## src/rtl/dma_arb_pkg.sv

```systemverilog
package dma_arb_pkg;

  typedef enum logic [1:0] {SQ_IDLE, SQ_REQ, SQ_WAIT, SQ_GAP} seq_st_t;

  localparam int NCH       = 2;
  localparam int CH_STRIDE = 4;   // words per channel: ctrl, addr, count
  localparam int OFS_CTRL  = 0;
  localparam int OFS_ADDR  = 1;
  localparam int OFS_CNT   = 2;
  localparam int W_CFG     = 8;
  localparam int W_STAT    = 9;
  localparam int W_SRST    = 10;
  localparam int W_PERR    = 11;
  localparam int CODE_MIN  = 2;
  localparam int CODE_MAX  = 6;
  localparam logic [3:0] CODE_RST = 4'd2;

  // burst ceiling in bytes for a size code, clamped to the legal range
  function automatic int burst_limit(logic [3:0] code);
    int c;
    c = int'(code);
    if (c < CODE_MIN) c = CODE_MIN;
    if (c > CODE_MAX) c = CODE_MAX;
    return 1 << c;
  endfunction

endpackage

```

## src/rtl/dma_pick.sv

```systemverilog
module dma_pick (
  input  logic [1:0] want,
  input  logic [1:0] prio,
  input  logic       last,
  output logic       pick
);
  always_comb begin
    if (want == 2'b11) begin
      if (prio[0] != prio[1]) pick = prio[1];
      else                    pick = ~last;
    end else begin
      pick = want[1] & ~want[0];
    end
  end
endmodule

```

## src/rtl/dma_chan.sv

```systemverilog
module dma_chan #(
  parameter int ADDR_W = 32,
  parameter int LEN_W  = 16
) (
  input  logic              clk,
  input  logic              rst_n,
  input  logic              soft_clr,
  input  logic              wr_ctrl,
  input  logic              wr_addr,
  input  logic              wr_cnt,
  input  logic [ADDR_W-1:0] wdata,
  input  logic              grant,
  input  logic [LEN_W-1:0]  grant_bytes,
  input  logic              busy,
  input  logic              abort,
  output logic              en,
  output logic              prio,
  output logic [ADDR_W-1:0] addr,
  output logic [LEN_W-1:0]  cnt,
  output logic              active,
  output logic              want
);
  logic [LEN_W-1:0] new_cnt;
  assign new_cnt = wdata[LEN_W-1:0];
  assign want    = active & en & (cnt != '0);

  always_ff @(posedge clk or negedge rst_n) begin
    if (!rst_n) begin
      en     <= 1'b0;
      prio   <= 1'b0;
      addr   <= '0;
      cnt    <= '0;
      active <= 1'b0;
    end else begin
      if (wr_ctrl) begin
        en   <= wdata[0];
        prio <= wdata[1];
      end
      if (soft_clr)                                      active <= 1'b0;
      else if (abort)                                    active <= 1'b0;
      else if (active && !busy && (cnt == '0 || !en))    active <= 1'b0;
      else if (!active && wr_cnt && en && new_cnt != '0) active <= 1'b1;
      if (!active && wr_addr) addr <= wdata;
      if (!active && wr_cnt)  cnt  <= new_cnt;
      if (grant) begin
        addr <= addr + ADDR_W'(grant_bytes);
        cnt  <= cnt - grant_bytes;
      end
    end
  end


  grant_step_chk: assert property (@(posedge clk) disable iff (!rst_n)
    grant |=> (cnt == $past(cnt) - $past(grant_bytes)) &&
              (addr == $past(addr) + ADDR_W'($past(grant_bytes))));

  start_chk: assert property (@(posedge clk) disable iff (!rst_n)
    (!active && wr_cnt && en && new_cnt != '0 && !soft_clr) |=> active);

  finish_chk: assert property (@(posedge clk) disable iff (!rst_n)
    (active && !busy && cnt == '0) |=> !active);
endmodule

```

## src/rtl/dma_seq.sv

```systemverilog
module dma_seq
  import dma_arb_pkg::*;
#(
  parameter int LEN_W = 16
) (
  input  logic                      clk,
  input  logic                      rst_n,
  input  logic                      soft_clr,
  input  logic [NCH-1:0]            want,
  input  logic                      pick,
  input  logic [NCH-1:0][LEN_W-1:0] rem,
  input  logic [LEN_W-1:0]          max_bytes,
  input  logic                      idle_en,
  input  logic                      mst_ready,
  input  logic                      mst_done,
  input  logic                      mst_err,
  output logic                      mst_valid,
  output logic [LEN_W-1:0]          mst_bytes,
  output logic                      own,
  output logic                      last_ch,
  output logic [NCH-1:0]            busy,
  output logic [NCH-1:0]            grant,
  output logic [NCH-1:0]            abort
);
  seq_st_t          st;
  logic [LEN_W-1:0] pick_rem;
  logic             hs, fail;

  assign pick_rem  = rem[pick];
  assign mst_valid = (st == SQ_REQ);
  assign hs        = (st == SQ_REQ) && mst_ready && !soft_clr;
  assign fail      = (st == SQ_WAIT) && mst_done && mst_err && !soft_clr;

  always_ff @(posedge clk or negedge rst_n) begin
    if (!rst_n) begin
      st        <= SQ_IDLE;
      own       <= 1'b0;
      mst_bytes <= '0;
      last_ch   <= 1'b0;
    end else if (soft_clr) begin
      st      <= SQ_IDLE;
      last_ch <= 1'b0;
    end else begin
      unique case (st)
        SQ_IDLE: if (|want) begin
          st        <= SQ_REQ;
          own       <= pick;
          mst_bytes <= (pick_rem < max_bytes) ? pick_rem : max_bytes;
        end
        SQ_REQ: if (mst_ready) begin
          st      <= SQ_WAIT;
          last_ch <= own;
        end
        SQ_WAIT: if (mst_done) st <= idle_en ? SQ_GAP : SQ_IDLE;
        SQ_GAP:  st <= SQ_IDLE;
        default: st <= SQ_IDLE;
      endcase
    end
  end

  for (genvar i = 0; i < NCH; i++) begin : g_ch
    logic mine;
    assign mine     = (own == 1'(i));
    assign busy[i]  = (st == SQ_REQ || st == SQ_WAIT) && mine;
    assign grant[i] = hs && mine;
    assign abort[i] = fail && mine;
  end


  req_hold_chk: assert property (@(posedge clk) disable iff (!rst_n)
    (mst_valid && !mst_ready && !soft_clr) |=>
      (mst_valid && $stable(mst_bytes) && $stable(own)));

  one_outstanding_chk: assert property (@(posedge clk) disable iff (!rst_n)
    (st == SQ_WAIT && !mst_done) |=> !mst_valid);

  idle_gap_chk: assert property (@(posedge clk) disable iff (!rst_n)
    (idle_en && st == SQ_WAIT && mst_done && !soft_clr) |=> !mst_valid ##1 !mst_valid);
endmodule

```

## src/rtl/dma_dual_arb.sv

```systemverilog
module dma_dual_arb
  import dma_arb_pkg::*;
#(
  parameter int REG_AW = 6,
  parameter int ADDR_W = 32,
  parameter int LEN_W  = 16
) (
  input  logic              clk,
  input  logic              rst_n,
  input  logic              reg_wr,
  input  logic [REG_AW-1:0] reg_addr,
  input  logic [31:0]       reg_wdata,
  output logic [31:0]       reg_rdata,
  output logic              mst_valid,
  input  logic              mst_ready,
  output logic [ADDR_W-1:0] mst_addr,
  output logic [LEN_W-1:0]  mst_bytes,
  output logic              mst_chan,
  input  logic              mst_done,
  input  logic              mst_err
);
  localparam int WORD_W = REG_AW - 2;

  logic [WORD_W-1:0]              word;
  logic                           wr_ok, soft_clr;
  logic [3:0]                     cfg_code;
  logic                           cfg_idle, port_err;
  logic [LEN_W-1:0]               max_bytes;
  logic [NCH-1:0]                 en, prio, active, want, busy, grant, abort;
  logic [NCH-1:0][ADDR_W-1:0]     ch_addr;
  logic [NCH-1:0][LEN_W-1:0]      ch_cnt;
  logic                           pick, own, last_ch;

  assign word      = reg_addr[REG_AW-1:2];
  assign wr_ok     = reg_wr && (reg_addr[1:0] == 2'b00);
  assign soft_clr  = wr_ok && (word == WORD_W'(W_SRST)) && reg_wdata[0];
  assign max_bytes = LEN_W'(burst_limit(cfg_code));

  always_ff @(posedge clk or negedge rst_n) begin
    if (!rst_n) begin
      cfg_code <= CODE_RST;
      cfg_idle <= 1'b0;
    end else if (wr_ok && word == WORD_W'(W_CFG)) begin
      cfg_code <= reg_wdata[3:0];
      cfg_idle <= reg_wdata[4];
    end
  end

  always_ff @(posedge clk or negedge rst_n) begin
    if (!rst_n)        port_err <= 1'b0;
    else if (soft_clr) port_err <= 1'b0;
    else if (|abort)   port_err <= 1'b1;
  end

  for (genvar i = 0; i < NCH; i++) begin : g_chan
    localparam int BASE = i * CH_STRIDE;
    dma_chan #(.ADDR_W(ADDR_W), .LEN_W(LEN_W)) u_chan (
      .clk        (clk),
      .rst_n      (rst_n),
      .soft_clr   (soft_clr),
      .wr_ctrl    (wr_ok && word == WORD_W'(BASE + OFS_CTRL)),
      .wr_addr    (wr_ok && word == WORD_W'(BASE + OFS_ADDR)),
      .wr_cnt     (wr_ok && word == WORD_W'(BASE + OFS_CNT)),
      .wdata      (reg_wdata[ADDR_W-1:0]),
      .grant      (grant[i]),
      .grant_bytes(mst_bytes),
      .busy       (busy[i]),
      .abort      (abort[i]),
      .en         (en[i]),
      .prio       (prio[i]),
      .addr       (ch_addr[i]),
      .cnt        (ch_cnt[i]),
      .active     (active[i]),
      .want       (want[i])
    );
  end

  dma_pick u_pick (
    .want(want),
    .prio(prio),
    .last(last_ch),
    .pick(pick)
  );

  dma_seq #(.LEN_W(LEN_W)) u_seq (
    .clk      (clk),
    .rst_n    (rst_n),
    .soft_clr (soft_clr),
    .want     (want),
    .pick     (pick),
    .rem      (ch_cnt),
    .max_bytes(max_bytes),
    .idle_en  (cfg_idle),
    .mst_ready(mst_ready),
    .mst_done (mst_done),
    .mst_err  (mst_err),
    .mst_valid(mst_valid),
    .mst_bytes(mst_bytes),
    .own      (own),
    .last_ch  (last_ch),
    .busy     (busy),
    .grant    (grant),
    .abort    (abort)
  );

  assign mst_addr = ch_addr[own];
  assign mst_chan = own;

  always_comb begin
    reg_rdata = '0;
    for (int i = 0; i < NCH; i++) begin
      if (word == WORD_W'(i * CH_STRIDE + OFS_CTRL)) reg_rdata = {30'b0, prio[i], en[i]};
      if (word == WORD_W'(i * CH_STRIDE + OFS_ADDR)) reg_rdata = 32'(ch_addr[i]);
      if (word == WORD_W'(i * CH_STRIDE + OFS_CNT))  reg_rdata = 32'(ch_cnt[i]);
    end
    if (word == WORD_W'(W_CFG))  reg_rdata = {27'b0, cfg_idle, cfg_code};
    if (word == WORD_W'(W_STAT)) reg_rdata = {14'b0, port_err, 15'b0, active};
    if (word == WORD_W'(W_PERR)) reg_rdata = {30'b0, last_ch, port_err};
  end


  burst_size_chk: assert property (@(posedge clk) disable iff (!rst_n)
    mst_valid |-> (mst_bytes != '0) && (mst_bytes <= max_bytes));

  prio_win_chk: assert property (@(posedge clk) disable iff (!rst_n)
    ($rose(mst_valid) && $past(want == 2'b11) && $past(prio[0] != prio[1]))
      |-> (mst_chan == $past(prio[1])));

  abort_chk: assert property (@(posedge clk) disable iff (!rst_n)
    (|abort) |=> port_err && ((active & $past(abort)) == '0));

  soft_clr_chk: assert property (@(posedge clk) disable iff (!rst_n)
    soft_clr |=> (active == '0) && !port_err && !mst_valid);
endmodule

```

## config.mk

```make
export PLATFORM = sky130hd
export DESIGN_NAME = dma_dual_arb
export DESIGN_NICKNAME = d
export VERILOG_FILES = /design/src/rtl/dma_arb_pkg.sv /design/src/rtl/dma_pick.sv /design/src/rtl/dma_chan.sv /design/src/rtl/dma_seq.sv /design/src/rtl/dma_dual_arb.sv
export SDC_FILE = /design/constraint.sdc
export NUM_CORES = 1
export LEC_CHECK = 0
export ABC_AREA = 0
export BUFFER_PORTS_ARGS = -buffer_cell sky130_fd_sc_hd__buf_2
export CORE_MARGIN = 2
export CORE_UTILIZATION = 55
export CTS_CLUSTER_DIAMETER = 100
export DETAILED_ROUTE_END_ITERATION = 10
export GPL_ROUTABILITY_DRIVEN = 1
export PLACE_DENSITY_LB_ADDON = 0.05
export SLEW_MARGIN = 30
export SYNTH_ARGS = -nofsm -noshare
export SYNTH_HDL_FRONTEND = slang
export SYNTH_SLANG_ARGS = --single-unit
```

## constraint.sdc

```tcl
create_clock -name clk -period 3.5 [get_ports clk]
set_input_delay 0.35 -clock clk [delete_from_list [all_inputs] [get_ports clk]]
set_output_delay 0.35 -clock clk [all_outputs]
set_load 0.1 [all_outputs]
```

==> flow_summary.toml <==
[status]
status = "finished, violations left"
violations = "hold timing, setup timing"

[route]
drt_iter0_drc = 849
route.detailed.drc = 0
wl_um = 37700
dr.pass1.iters = 5
postRouteAntennaNets = 0
vias = 11100
wl_per_cell_um = 21.2
vias_per_cell = 6.25

[yosys]
yosysUniqueCellTypes = 81
yosysWarnings = 0
syn_inst = 1310
synth_area_leaders = "dfrtp_1 29%, ha_1 9.2%, mux2_2 6.6%"
synth_edf_count = 0
synth_top_area_share_pct = 29.0
yosysTopAreaCell = "dfrtp_1"
syn_area_per_cell_sq_um = 8.37
syn_area_sq_mm = 0.0110
ys_async_sr_fraction_pct = 100
synth_top_flop_cell = "dfrtp_1"
ys_seq_area_share_pct = 29.2
ys_ff_latch = 128

[global_route]
top_usage_layer = "met2"
grt_pass1_vias = 10700
track_usage_pct = 35.1
grt.met2_usage_pct = 57.2
grt_max_degree = 84
use_met1_pct = 46.5
grt_pass1_wl_um = 58000
use_met3_pct = 6.48
overflow = 0
antenna_found_initial = 0

[die]
die_area_sq_mm = 0.0211
fp-row-count = 51
die_x_um = 145
die_h_um = 145
io-pin-count = 126
initial_core_util_pct = 56.2
core_sq_mm = 0.0195

[pwr]
ir_worst_vdd_mv = 0.389
clkPwrFrac_pct = 21.7
power_density_mw_per_mm2 = 661
power_switching_uw = 4150
combPwrFrac_pct = 53.7
p_leak_uw = 0.00621
p_int_uw = 4720
power_frac_seq_pct = 24.6
swShare_pct = 46.8
power_uw = 8860

[timing]
maxSlewHeadroom_pct = 44.2
final_max_slew_viol_count = 0
rsz0062_at_grt = "yes"
fin_crit_ns = 3.61
period_share_pct = 103
timing.final.ws_setup_ns = -0.106
tightest_slew_ns = 0.838
hold_violations = 12
fin_hold_ws_ns = -0.0246
setup_tns_ns = -0.639
skew_ns = 0.0168
fmax_mhz = 277
finalSetupViolations = 16

[placement]
place_congestion = 0.971
port_buffers = 125
hpwl_um = 28800
dp_cells = 1735
placed_cell_area_sq_mm = 0.0124

[critical_path]
crit_chain = "nor4_2 > buf_4 > a41oi_4 > a31oi_4 > buf_6 > buf_4 > mux2_2 > ha_1 > a211oi_2 > a21oi_2 > a2111o_1 > nor3b_2 > a211o_1"
start_kind = "flop"
critPathKind = "flop to flop"
endpoint_kind = "flop"
critPathRequiredTime_ns = 3.81
cp_slowest_stage_delay_ns = 0.44
worst-path-max-fanout = 6
cp_data_arrival_time_ns = 3.92
cpMaxStageDelayCell = "a2111o_1"
timing.critical_path.mode_cell = "buf_4"

[finish]
final_nets = 1629
fin_area_sq_mm = 0.0134
antenna_cells = 0
layout-drive-gt1-share_pct = 24.9
final_util_pct = 68.7
final_common_cell = "nand2_1"
synthToLayoutAreaGrowth_pct = 22.4
n_fill_cell = 1669
final_cell_mix = "152 x nand2_1, 126 x dfrtp_1, 124 x buf_2"
fin_cells = 1778

[clocking]
clockBufferDepth = 2
cts-root-buf = "clkbuf_16"
clk_pin_slew_ns = 0.06
clk_latency_ns = 0.44
ctsHtreeMaxLevel = 4
cts_tree = "built"
ctsHoldBuffers = 0
cts.sinks = 128
cts_made_buffers = 17

[job]
maxCapViolCount = 0

[hold_path]
hp-class = "input port to async pin"
what timing repair did:
item,4_1_cts,5_1_grt
setup buffers,10,0
setup endpoints to repair,16,17
cloned,1,0
gates resized for setup,26,24
pin swaps,20,9
layer usage:
metal	up-vias	part of all wire [%]
met5	-	0
met4	0	3.4
met3	97	8.2
met2	464	47
met1	5341	42
li1	5212	-
registers in the layout, indices dropped and copies added (netlist names):
| register | flops |
|---|---|
| g_chan.u_chan.addr | 64 |
| port_err | 1 |
| cfg_idle | 1 |
| u_seq.own | 1 |
| g_chan.u_chan.prio | 2 |
| u_seq.last_ch | 1 |
| u_seq.mst_bytes | 16 |
| cfg_code | 4 |
| g_chan.u_chan.en | 2 |
| g_chan.u_chan.cnt | 32 |
| g_chan.u_chan.active | 2 |
| u_seq.st | 2 |
final cells by class:
cell class / count / area [sq um] / area share (%)
multi-input cells: 1082 / 7660 / 57.1
flip-flops and latches: 128 / 3210 / 23.9
repair buffers: 221 / 1400 / 10.4
clock buffers: 20 / 447 / 3.33
well taps: 265 / 332 / 2.47
inverters: 50 / 188 / 1.40
clock inverters: 12 / 186 / 1.39
kinds of logic (layout without fill, tap and decap cells):
logic type                 count (synthesis)  in the layout  share of synthesized area (%)
AOI/OAI and AO/OA                        384            385                           22.8
xor gates and xnor gates                  45             45                           3.59
adders and majority gates                 85             85                           9.97
buffers and inverters                    110            303                           4.04
DFF                                      128            128                           29.2
muxes                                    119            119                           11.6
other                                      1             10                         0.0342
and+or+nand+nor                          438            438                           18.8
path summary, 6_finish.rpt:
kind                                          start                   endpoint  depth (start not counted)  slack (ns)
setup / recovery           g_chan[0].u_chan.cnt[11]         u_seq.mst_bytes[4]                         13       -0.11
hold / removal                                rst_n  g_chan[0].u_chan.addr[11]                          1       -0.02
setup reg to reg           g_chan[0].u_chan.cnt[11]         u_seq.mst_bytes[4]                         13       -0.11
hold reg to reg                            port_err                   port_err                          2        0.53
max in group asynchronous                     rst_n    g_chan[1].u_chan.cnt[8]                          2        2.60
min in group clk                      reg_wdata[17]  g_chan[1].u_chan.addr[17]                          2        0.15
Yosys cell counts (15+ instances only):
library cell	count
a211oi_1	17
a21o_1	15
a21oi_1	97
a22o_1	16
buf_2	21
clkbuf_1	31
dfrtp_1	127
ha_1	81
inv_1	50
mux2_2	64
mux2i_1	55
nand2_1	153
nand2b_1	21
nand3_1	31
nor2_1	111
nor2b_1	16
nor3_1	25
nor4_1	16
o21a_1	22
o21ai_0	97
o31ai_1	22
xnor2_1	31
critical path: cells and delay by family (launching register included):
| kind | cells | cell delay (ns) |
|---|---|---|
| AND/OR/NAND/NOR | 2 | 0.50 |
| multiplexers | 1 | 0.34 |
| flip-flops | 1 | 0.39 |
| AO/OA/AOI/OAI | 6 | 1.41 |
| adder cells (fa/ha/maj) | 1 | 0.34 |
| buffers and inverters | 3 | 0.51 |
power by group through the flow:
stage                     logic, uW  registers, uW  clock network, uW
after global placement         4410           2140                  0
after detailed placement       4460           2160                  0
after global routing           5110           2220               2020
final                          4760           2180               1920
after floorplan                3290           2130                  0
after CTS                      4610           2160               1920
through the flow:
stage	hold slack (ns)	worst slack (ns)
after floorplan	0.0544	0.0462
after global placement	0.464	-0.00915
after detailed placement	0.467	-0.165
after CTS	0.0155	-0.0464
after global routing	0.0390	-0.282
final	-0.0246	-0.106
(Power assumes the default switching activity.)
